===== src/rtl/kse_pkg.sv =====
package kse_pkg;
  typedef logic [7:0] byte_t;

  typedef enum logic [3:0] {
    C_IDLE, C_FILL,
    C_K_RDI, C_K_RDJ, C_K_WRI, C_K_WRJ,
    C_P_LEN, C_P_RDI, C_P_RDJ, C_P_WRI, C_P_WRJ, C_P_RDP, C_P_OUT
  } cph_state_t;

  typedef enum logic [1:0] {
    K_IDLE, K_LAUNCH, K_WAIT
  } ctl_state_t;

  localparam byte_t PRINT_LO = 8'h20;
  localparam byte_t PRINT_HI = 8'h7E;

  function automatic logic is_print(input byte_t b);
    return (b >= PRINT_LO) && (b <= PRINT_HI);
  endfunction
endpackage


===== src/rtl/kse_spram.sv =====
module kse_spram #(
  parameter int AW = 8,
  parameter int DW = 8
) (
  input  logic          clk,
  input  logic          we,
  input  logic [AW-1:0] addr,
  input  logic [DW-1:0] wdata,
  output logic [DW-1:0] rdata
);
  localparam int DEPTH = 1 << AW;
  logic [DW-1:0] mem [DEPTH];

  always_ff @(posedge clk) begin
    if (we) mem[addr] <= wdata;
    rdata <= we ? wdata : mem[addr];
  end
endmodule


===== src/rtl/kse_cipher.sv =====
module kse_cipher
  import kse_pkg::*;
#(
  parameter int KEY_BYTES = 3,
  localparam int KW = 8 * KEY_BYTES,
  localparam int KIW = (KEY_BYTES > 1) ? $clog2(KEY_BYTES) : 1
) (
  input  logic          clk,
  input  logic          rst_n,
  input  logic          start,
  input  logic [KW-1:0] cand,
  output logic          done,
  output logic          pass,
  output byte_t         ct_addr,
  input  byte_t         ct_rdata,
  output logic          pt_we,
  output byte_t         pt_addr,
  output byte_t         pt_wdata
);
  cph_state_t st;
  byte_t i, j, si, sj, ctb, len, k, lastch;
  logic [KIW-1:0] kidx;

  logic  s_we;
  byte_t s_addr, s_wd, s_rd, kb, ch;

  byte_t kbytes [KEY_BYTES];
  for (genvar g = 0; g < KEY_BYTES; g++) begin : g_kbyte
    assign kbytes[g] = cand[KW-1-8*g -: 8];
  end
  assign kb = kbytes[kidx];

  kse_spram #(.AW(8), .DW(8)) u_state (
    .clk(clk), .we(s_we), .addr(s_addr), .wdata(s_wd), .rdata(s_rd)
  );

  assign ct_addr = k;
  assign ch      = s_rd ^ ctb;

  always_comb begin
    s_we     = 1'b0;
    s_addr   = i;
    s_wd     = i;
    pt_we    = 1'b0;
    pt_addr  = k;
    pt_wdata = ch;
    unique case (st)
      C_FILL:  s_we = 1'b1;
      C_K_RDJ: s_addr = j + s_rd + kb;
      C_K_WRI: begin s_we = 1'b1; s_wd = s_rd; end
      C_K_WRJ: begin s_we = 1'b1; s_addr = j; s_wd = si; end
      C_P_LEN: begin pt_we = 1'b1; pt_addr = 8'd0; pt_wdata = ct_rdata; end
      C_P_RDI: s_addr = i + 8'd1;
      C_P_RDJ: s_addr = j + s_rd;
      C_P_WRI: begin s_we = 1'b1; s_wd = s_rd; end
      C_P_WRJ: begin s_we = 1'b1; s_addr = j; s_wd = si; end
      C_P_RDP: s_addr = si + sj;
      C_P_OUT: pt_we = 1'b1;
      default: ;
    endcase
  end

  always_ff @(posedge clk) begin
    if (!rst_n) begin
      st <= C_IDLE; i <= '0; j <= '0; si <= '0; sj <= '0; ctb <= '0;
      len <= '0; k <= '0; kidx <= '0; done <= 1'b0; pass <= 1'b0; lastch <= '0;
    end else begin
      done <= 1'b0;
      unique case (st)
        C_IDLE: if (start) begin
          st <= C_FILL; i <= '0; j <= '0; k <= '0; kidx <= '0;
        end
        C_FILL: begin
          i <= i + 8'd1;
          if (i == 8'hFF) st <= C_K_RDI;
        end
        C_K_RDI: st <= C_K_RDJ;
        C_K_RDJ: begin si <= s_rd; j <= s_addr; st <= C_K_WRI; end
        C_K_WRI: st <= C_K_WRJ;
        C_K_WRJ: begin
          i    <= i + 8'd1;
          kidx <= (kidx == KIW'(KEY_BYTES-1)) ? '0 : kidx + 1'b1;
          if (i == 8'hFF) begin st <= C_P_LEN; j <= '0; end
          else st <= C_K_RDI;
        end
        C_P_LEN: begin
          len <= ct_rdata;
          k   <= 8'd1;
          if (ct_rdata == 8'd0) begin
            done <= 1'b1; pass <= 1'b1; st <= C_IDLE;
          end else st <= C_P_RDI;
        end
        C_P_RDI: begin i <= s_addr; st <= C_P_RDJ; end
        C_P_RDJ: begin si <= s_rd; j <= s_addr; ctb <= ct_rdata; st <= C_P_WRI; end
        C_P_WRI: begin sj <= s_rd; st <= C_P_WRJ; end
        C_P_WRJ: st <= C_P_RDP;
        C_P_RDP: st <= C_P_OUT;
        C_P_OUT: begin
          lastch <= ch;
          if (!is_print(ch)) begin
            done <= 1'b1; pass <= 1'b0; st <= C_IDLE;
          end else if (k == len) begin
            done <= 1'b1; pass <= 1'b1; st <= C_IDLE;
          end else begin
            k <= k + 8'd1; st <= C_P_RDI;
          end
        end
        default: st <= C_IDLE;
      endcase
    end
  end

  // an accepted non-empty message ends on a printable character
  p_pass_printable_r2: assert property (@(posedge clk) disable iff (!rst_n)
    (done && pass && len != 8'd0) |-> is_print(lastch));
  // an empty message is accepted at once
  p_empty_pass_r8: assert property (@(posedge clk) disable iff (!rst_n)
    (st == C_P_LEN && ct_rdata == 8'd0) |=> (done && pass));
  // the first bad character ends the candidate
  p_abandon_r9: assert property (@(posedge clk) disable iff (!rst_n)
    (st == C_P_OUT && !is_print(ch)) |=> (done && !pass && st == C_IDLE));
endmodule


===== src/rtl/kse_keyctl.sv =====
module kse_keyctl
  import kse_pkg::*;
#(
  parameter int KW = 24,
  parameter logic [KW-1:0] LAST_KEY = '1
) (
  input  logic          clk,
  input  logic          rst_n,
  input  logic          en,
  output logic          rdy,
  output logic [KW-1:0] cand,
  output logic          key_valid,
  output logic          core_start,
  input  logic          core_done,
  input  logic          core_pass
);
  ctl_state_t st;

  assign rdy        = (st == K_IDLE);
  assign core_start = (st == K_LAUNCH);

  always_ff @(posedge clk) begin
    if (!rst_n) begin
      st <= K_IDLE; cand <= '0; key_valid <= 1'b0;
    end else begin
      unique case (st)
        K_IDLE: if (en) begin
          cand <= '0; key_valid <= 1'b0; st <= K_LAUNCH;
        end
        K_LAUNCH: st <= K_WAIT;
        K_WAIT: if (core_done) begin
          if (core_pass) begin
            key_valid <= 1'b1; st <= K_IDLE;
          end else if (cand == LAST_KEY) begin
            st <= K_IDLE;
          end else begin
            cand <= cand + 1'b1; st <= K_LAUNCH;
          end
        end
        default: st <= K_IDLE;
      endcase
    end
  end

  // requests only while idle, and busy right after acceptance
  p_en_legal_r4: assert property (@(posedge clk) disable iff (!rst_n) en |-> rdy);
  p_rdy_drop_r4: assert property (@(posedge clk) disable iff (!rst_n) (en && rdy) |=> !rdy);
  // a new request clears the previous result
  p_valid_clear_r5: assert property (@(posedge clk) disable iff (!rst_n)
    (en && rdy) |=> !key_valid);
  // a rejected candidate is followed by the next one up
  p_key_step_r1: assert property (@(posedge clk) disable iff (!rst_n)
    (core_done && !core_pass && cand != LAST_KEY) |=> (cand == $past(cand) + 1'b1));
  // rejection of the last key ends the search without a result
  p_no_wrap_r10: assert property (@(posedge clk) disable iff (!rst_n)
    (core_done && !core_pass && cand == LAST_KEY) |=> (rdy && !key_valid && cand == LAST_KEY));
endmodule


===== src/rtl/keysearch_engine.sv =====
module keysearch_engine
  import kse_pkg::*;
#(
  parameter int KEY_BYTES = 3,
  parameter logic [8*KEY_BYTES-1:0] LAST_KEY = '1
) (
  input  logic                   clk,
  input  logic                   rst_n,
  input  logic                   en,
  output logic                   rdy,
  output logic [8*KEY_BYTES-1:0] key,
  output logic                   key_valid,
  output logic [7:0]             ct_addr,
  input  logic [7:0]             ct_rdata,
  input  logic [7:0]             pt_rd_addr,
  output logic [7:0]             pt_rd_data
);
  localparam int KW = 8 * KEY_BYTES;

  logic  core_start, core_done, core_pass, core_pt_we;
  byte_t core_pt_addr, core_pt_wdata, pt_addr_mux;

  kse_keyctl #(.KW(KW), .LAST_KEY(LAST_KEY)) u_ctl (
    .clk(clk), .rst_n(rst_n), .en(en), .rdy(rdy), .cand(key),
    .key_valid(key_valid), .core_start(core_start),
    .core_done(core_done), .core_pass(core_pass)
  );

  kse_cipher #(.KEY_BYTES(KEY_BYTES)) u_cph (
    .clk(clk), .rst_n(rst_n), .start(core_start), .cand(key),
    .done(core_done), .pass(core_pass),
    .ct_addr(ct_addr), .ct_rdata(ct_rdata),
    .pt_we(core_pt_we), .pt_addr(core_pt_addr), .pt_wdata(core_pt_wdata)
  );

  assign pt_addr_mux = rdy ? pt_rd_addr : core_pt_addr;

  kse_spram #(.AW(8), .DW(8)) u_plain (
    .clk(clk), .we(core_pt_we), .addr(pt_addr_mux),
    .wdata(core_pt_wdata), .rdata(pt_rd_data)
  );

  // the readback port never collides with a plaintext write
  p_pt_idle_r6: assert property (@(posedge clk) disable iff (!rst_n)
    rdy |-> !core_pt_we);
  // a result appears only as the engine returns to idle
  p_valid_rise_r5: assert property (@(posedge clk) disable iff (!rst_n)
    $rose(key_valid) |-> rdy);
endmodule


===== config.mk =====
export PLATFORM = sky130hd
export DESIGN_NAME = keysearch_engine
export DESIGN_NICKNAME = d
export VERILOG_FILES = /design/src/rtl/kse_pkg.sv /design/src/rtl/kse_spram.sv /design/src/rtl/kse_cipher.sv /design/src/rtl/kse_keyctl.sv /design/src/rtl/keysearch_engine.sv
export SDC_FILE = /design/constraint.sdc
export NUM_CORES = 2
export LEC_CHECK = 0
export BUFFER_PORTS_ARGS = -buffer_cell sky130_fd_sc_hd__buf_4
export CAP_MARGIN = 0
export CORE_UTILIZATION = 47
export CTS_CLUSTER_SIZE = 28
export DETAILED_ROUTE_END_ITERATION = 8
export SYNTH_ARGS = -nofsm -noshare
export SYNTH_HDL_FRONTEND = slang
export SYNTH_SLANG_ARGS = --single-unit

===== constraint.sdc =====
create_clock -name clk -period 37 [get_ports clk]
set_input_delay 1.85 -clock clk [delete_from_list [all_inputs] [get_ports clk]]
set_output_delay 1.85 -clock clk [all_outputs]
set_load 0.005 [all_outputs]

==> results.cfg <==
[outcome]
status = complete, no violations

[placement]
dp_hpwl_um = 268000
preCtsSetupSlack_ns = 26.27
gp_congestion = 0.943
placedInstanceArea_um2 = 171000
io_buffers = 60
placedCellCount = 12290

[sta]
finalMaxSlewViolations = 0
rsz0062_at_grt = false
fin_crit_ns = 11.06
fin_ws_ns = 25.94
final_hold_viol_count = 0
max_freq_mhz = 90.4
hold_ws_ns = 0.471
setup_violations = 0
post-route-period-util = 0.299
maxSlewHeadroom = 0.0837
skew_ns = 0.130
setup_tns_ns = 0
tightest_slew_ns = 1.37

[global_routing]
grt_max_degree = 190
grt_pass1_vias = 81745
antenna_found_initial = 6
grt_pass1_wl_um = 619000
track_usage = 0.243
grt_overflow = 0

[clock_tree]
cts_sinks = 4203
cts_setup_buffers = 0
tritoncts = done
post_cts_resize_count = 0
cts-htree-levels = 5
cts_buffers = 428
ctsRootBufferMaster = clkbuf_16
clkTransAtPathRegs_ns = 0.06
ctsLongestPathBuffers = 4
holdBufCountCts = 0
clk-insertion-delay-late_ns = 1.00

[synth]
synth_top_area_share = 0.743
synth-seq-cells = 4203
yosysMostFrequentCell = edfxtp_1
syn_inst = 7916
synthTopCellsByArea = edfxtp_1 (74%), mux4_2 (14%), mux2i_1 (2.0%)
ys_warn_count = 0
syn_area_per_cell_um2 = 20.9
synth_seq_area_share = 0.756
synth_common_cells = edfxtp_1 (4096), mux4_2 (1050), nor2_1 (631)
synth_ff_type = edfxtp_1
synth_fp_nets = 7962
syn-cell-area_um2 = 165000
post-synth-top-area-cell = edfxtp_1
yosysUniqueCellTypes = 93
synthArstFlopShare = 0
synth_edf_count = 4096

[cells_and_area]
final_area_um2 = 185000
num-nets-final = 8167
final_util = 0.528
synthToLayoutAreaGrowth_pct = 11.7
stdcell_count = 13087
drive_above_1_share = 0.237

[power_and_ir_drop]
ir_drop_uv = 58.8
total_leakage_power_nw = 56.2
total_power_mw = 10.4
p_per_area_nw_per_um2 = 56.0

[job]
cap_violations = 0

[die]
placement_rows = 217
start_util = 0.473
die_h_um = 595
ioPinCount = 61
dieArea_um2 = 354000
core_area_um2 = 350000
die_w_um = 595

[worst_setup_path]
cp-start-kind = flip-flop
arrival_ns = 11.58
cp_data_required_time_ns = 37.52
worstSetupPathType = flip-flop to flip-flop
cp_max_fo = 54
critPathCaptureType = flip-flop

[detailed_routing]
wl_um = 434000
drc = 0
wire_per_inst_um = 33.2
firstDrtPassIters = 6
vias_per_cell = 6.21
vias = 81300
drt_iter0_markers = 9153
ant_nets = 0

[worst_hold_path]
hp-class = flip-flop to flip-flop
where the power goes:
group	leakage [nW]	total (mW)	internal, mW	switching (mW)
Sequential	38.2	5.31	5.30	0.0159
Combinational	11.2	0.698	0.253	0.445
Clock	6.81	4.35	2.50	1.85
Total	56.2	10.4	8.05	2.31
cell families (layout without fill, tap and decap cells):
group,Yosys count,in the layout,synth area share
compound gates,528,528,0.0218
xor+xnor,60,60,0.00326
fa+ha+maj,27,27,0.00218
buf+inv,473,1041,0.0162
flops,4203,4203,0.756
mux,1452,1452,0.170
other cells,0,4,0
simple gates,1173,1173,0.0307
flip-flops by register name, indices dropped and copies added (netlist names), named ones only:
name               cells
u_cph.ct_addr          8
u_ctl.key_valid        1
u_cph.j                8
u_ctl.st               2
u_cph.sj               8
u_cph.st               4
u_ctl.cand            24
u_plain.mem         2048
u_cph.kidx             2
u_cph.i                8
u_cph.pass             1
u_cph.len              8
u_cph.done             1
u_cph.si               8
u_cph.ctb              8
u_cph.u_state.mem   2048
placed cells by master, fill, tap and decap left out, types with 18 or more instances in the layout:
cell        synthesis  layout
nand3_1            81      79
bufinv_16           0      49
mux2i_1           337     337
clkbuf_16           0     434
inv_1              23      21
nor2b_1            36      34
clkbuf_1          200      74
a21oi_1           135     128
o211ai_1           19      19
o22ai_1            22      22
nor2_1            631     629
a31oi_1            23      23
xnor2_1            34      34
clkinv_1            1      99
a22o_1             26      26
xor2_1             25      25
nand2_1           268     262
nor3_1             23      23
edfxtp_1         4096    4096
a22oi_1           123     123
o21ai_0            54      52
nand4_1            22      22
ha_1               24      24
and2_1             18      18
mux4_1             20      20
nand2b_1           21      21
clkinv_2            0      73
dfxtp_1           107      95
buf_4              48     214
clkinvlp_4          0      34
mux4_2           1050    1050
mux2_2             45      44
layer usage:
layer  vias up  wire, um  global-route usage
met1     43622    174000               0.336
met5         -        10                   0
met3       774     32500              0.0418
met2      3653    210000               0.390
met4         2     18200              0.0904
li1      33249         -                   -
critical path, stage by stage (launching register included):
cell and delay [ns]:
dfxtp_4 0.85, buf_4 0.79, buf_4 0.70, buf_4 0.70, mux4_2 0.36, mux2_2 0.15
o22ai_1 0.12, a21oi_1 0.50, a311oi_1 0.31, nor4_2 1.06, ha_1 0.42, a21oi_1 0.27
xnor2_1 0.13, ha_1 0.32, inv_1 0.07, o21bai_1 0.21, xor2_1 0.18, a22oi_1 0.11
a31oi_1 0.88, nand2b_1 0.16, nor3_1 0.44, nand2_1 0.82, nor2_1 0.84
area by class of cell:
cell class                 count  area [um2]
clock inverter               285        3020
fill                       26748      165000
inverter                      24        90.1
timing repair buffer         224        1810
multi-input combinational   3240       37900
antenna                        4        10.0
sequential                  4203      125000
tap                         4599        5750
clock buffer                 508       11100
worst paths after layout:
kind / slack, ns / start / cells past startpoint / endpoint
setup / recovery: 25.94 / flip-flop / 22 / u_cph.u_state.mem[20][2]
hold / removal: 0.47 / u_cph.len[1] / 2 / u_cph.len[1]
setup reg to reg: 25.94 / flip-flop / 22 / u_cph.u_state.mem[20][2]
hold reg to reg: 0.47 / u_cph.len[1] / 2 / u_cph.len[1]
(Power assumes the default switching activity.)
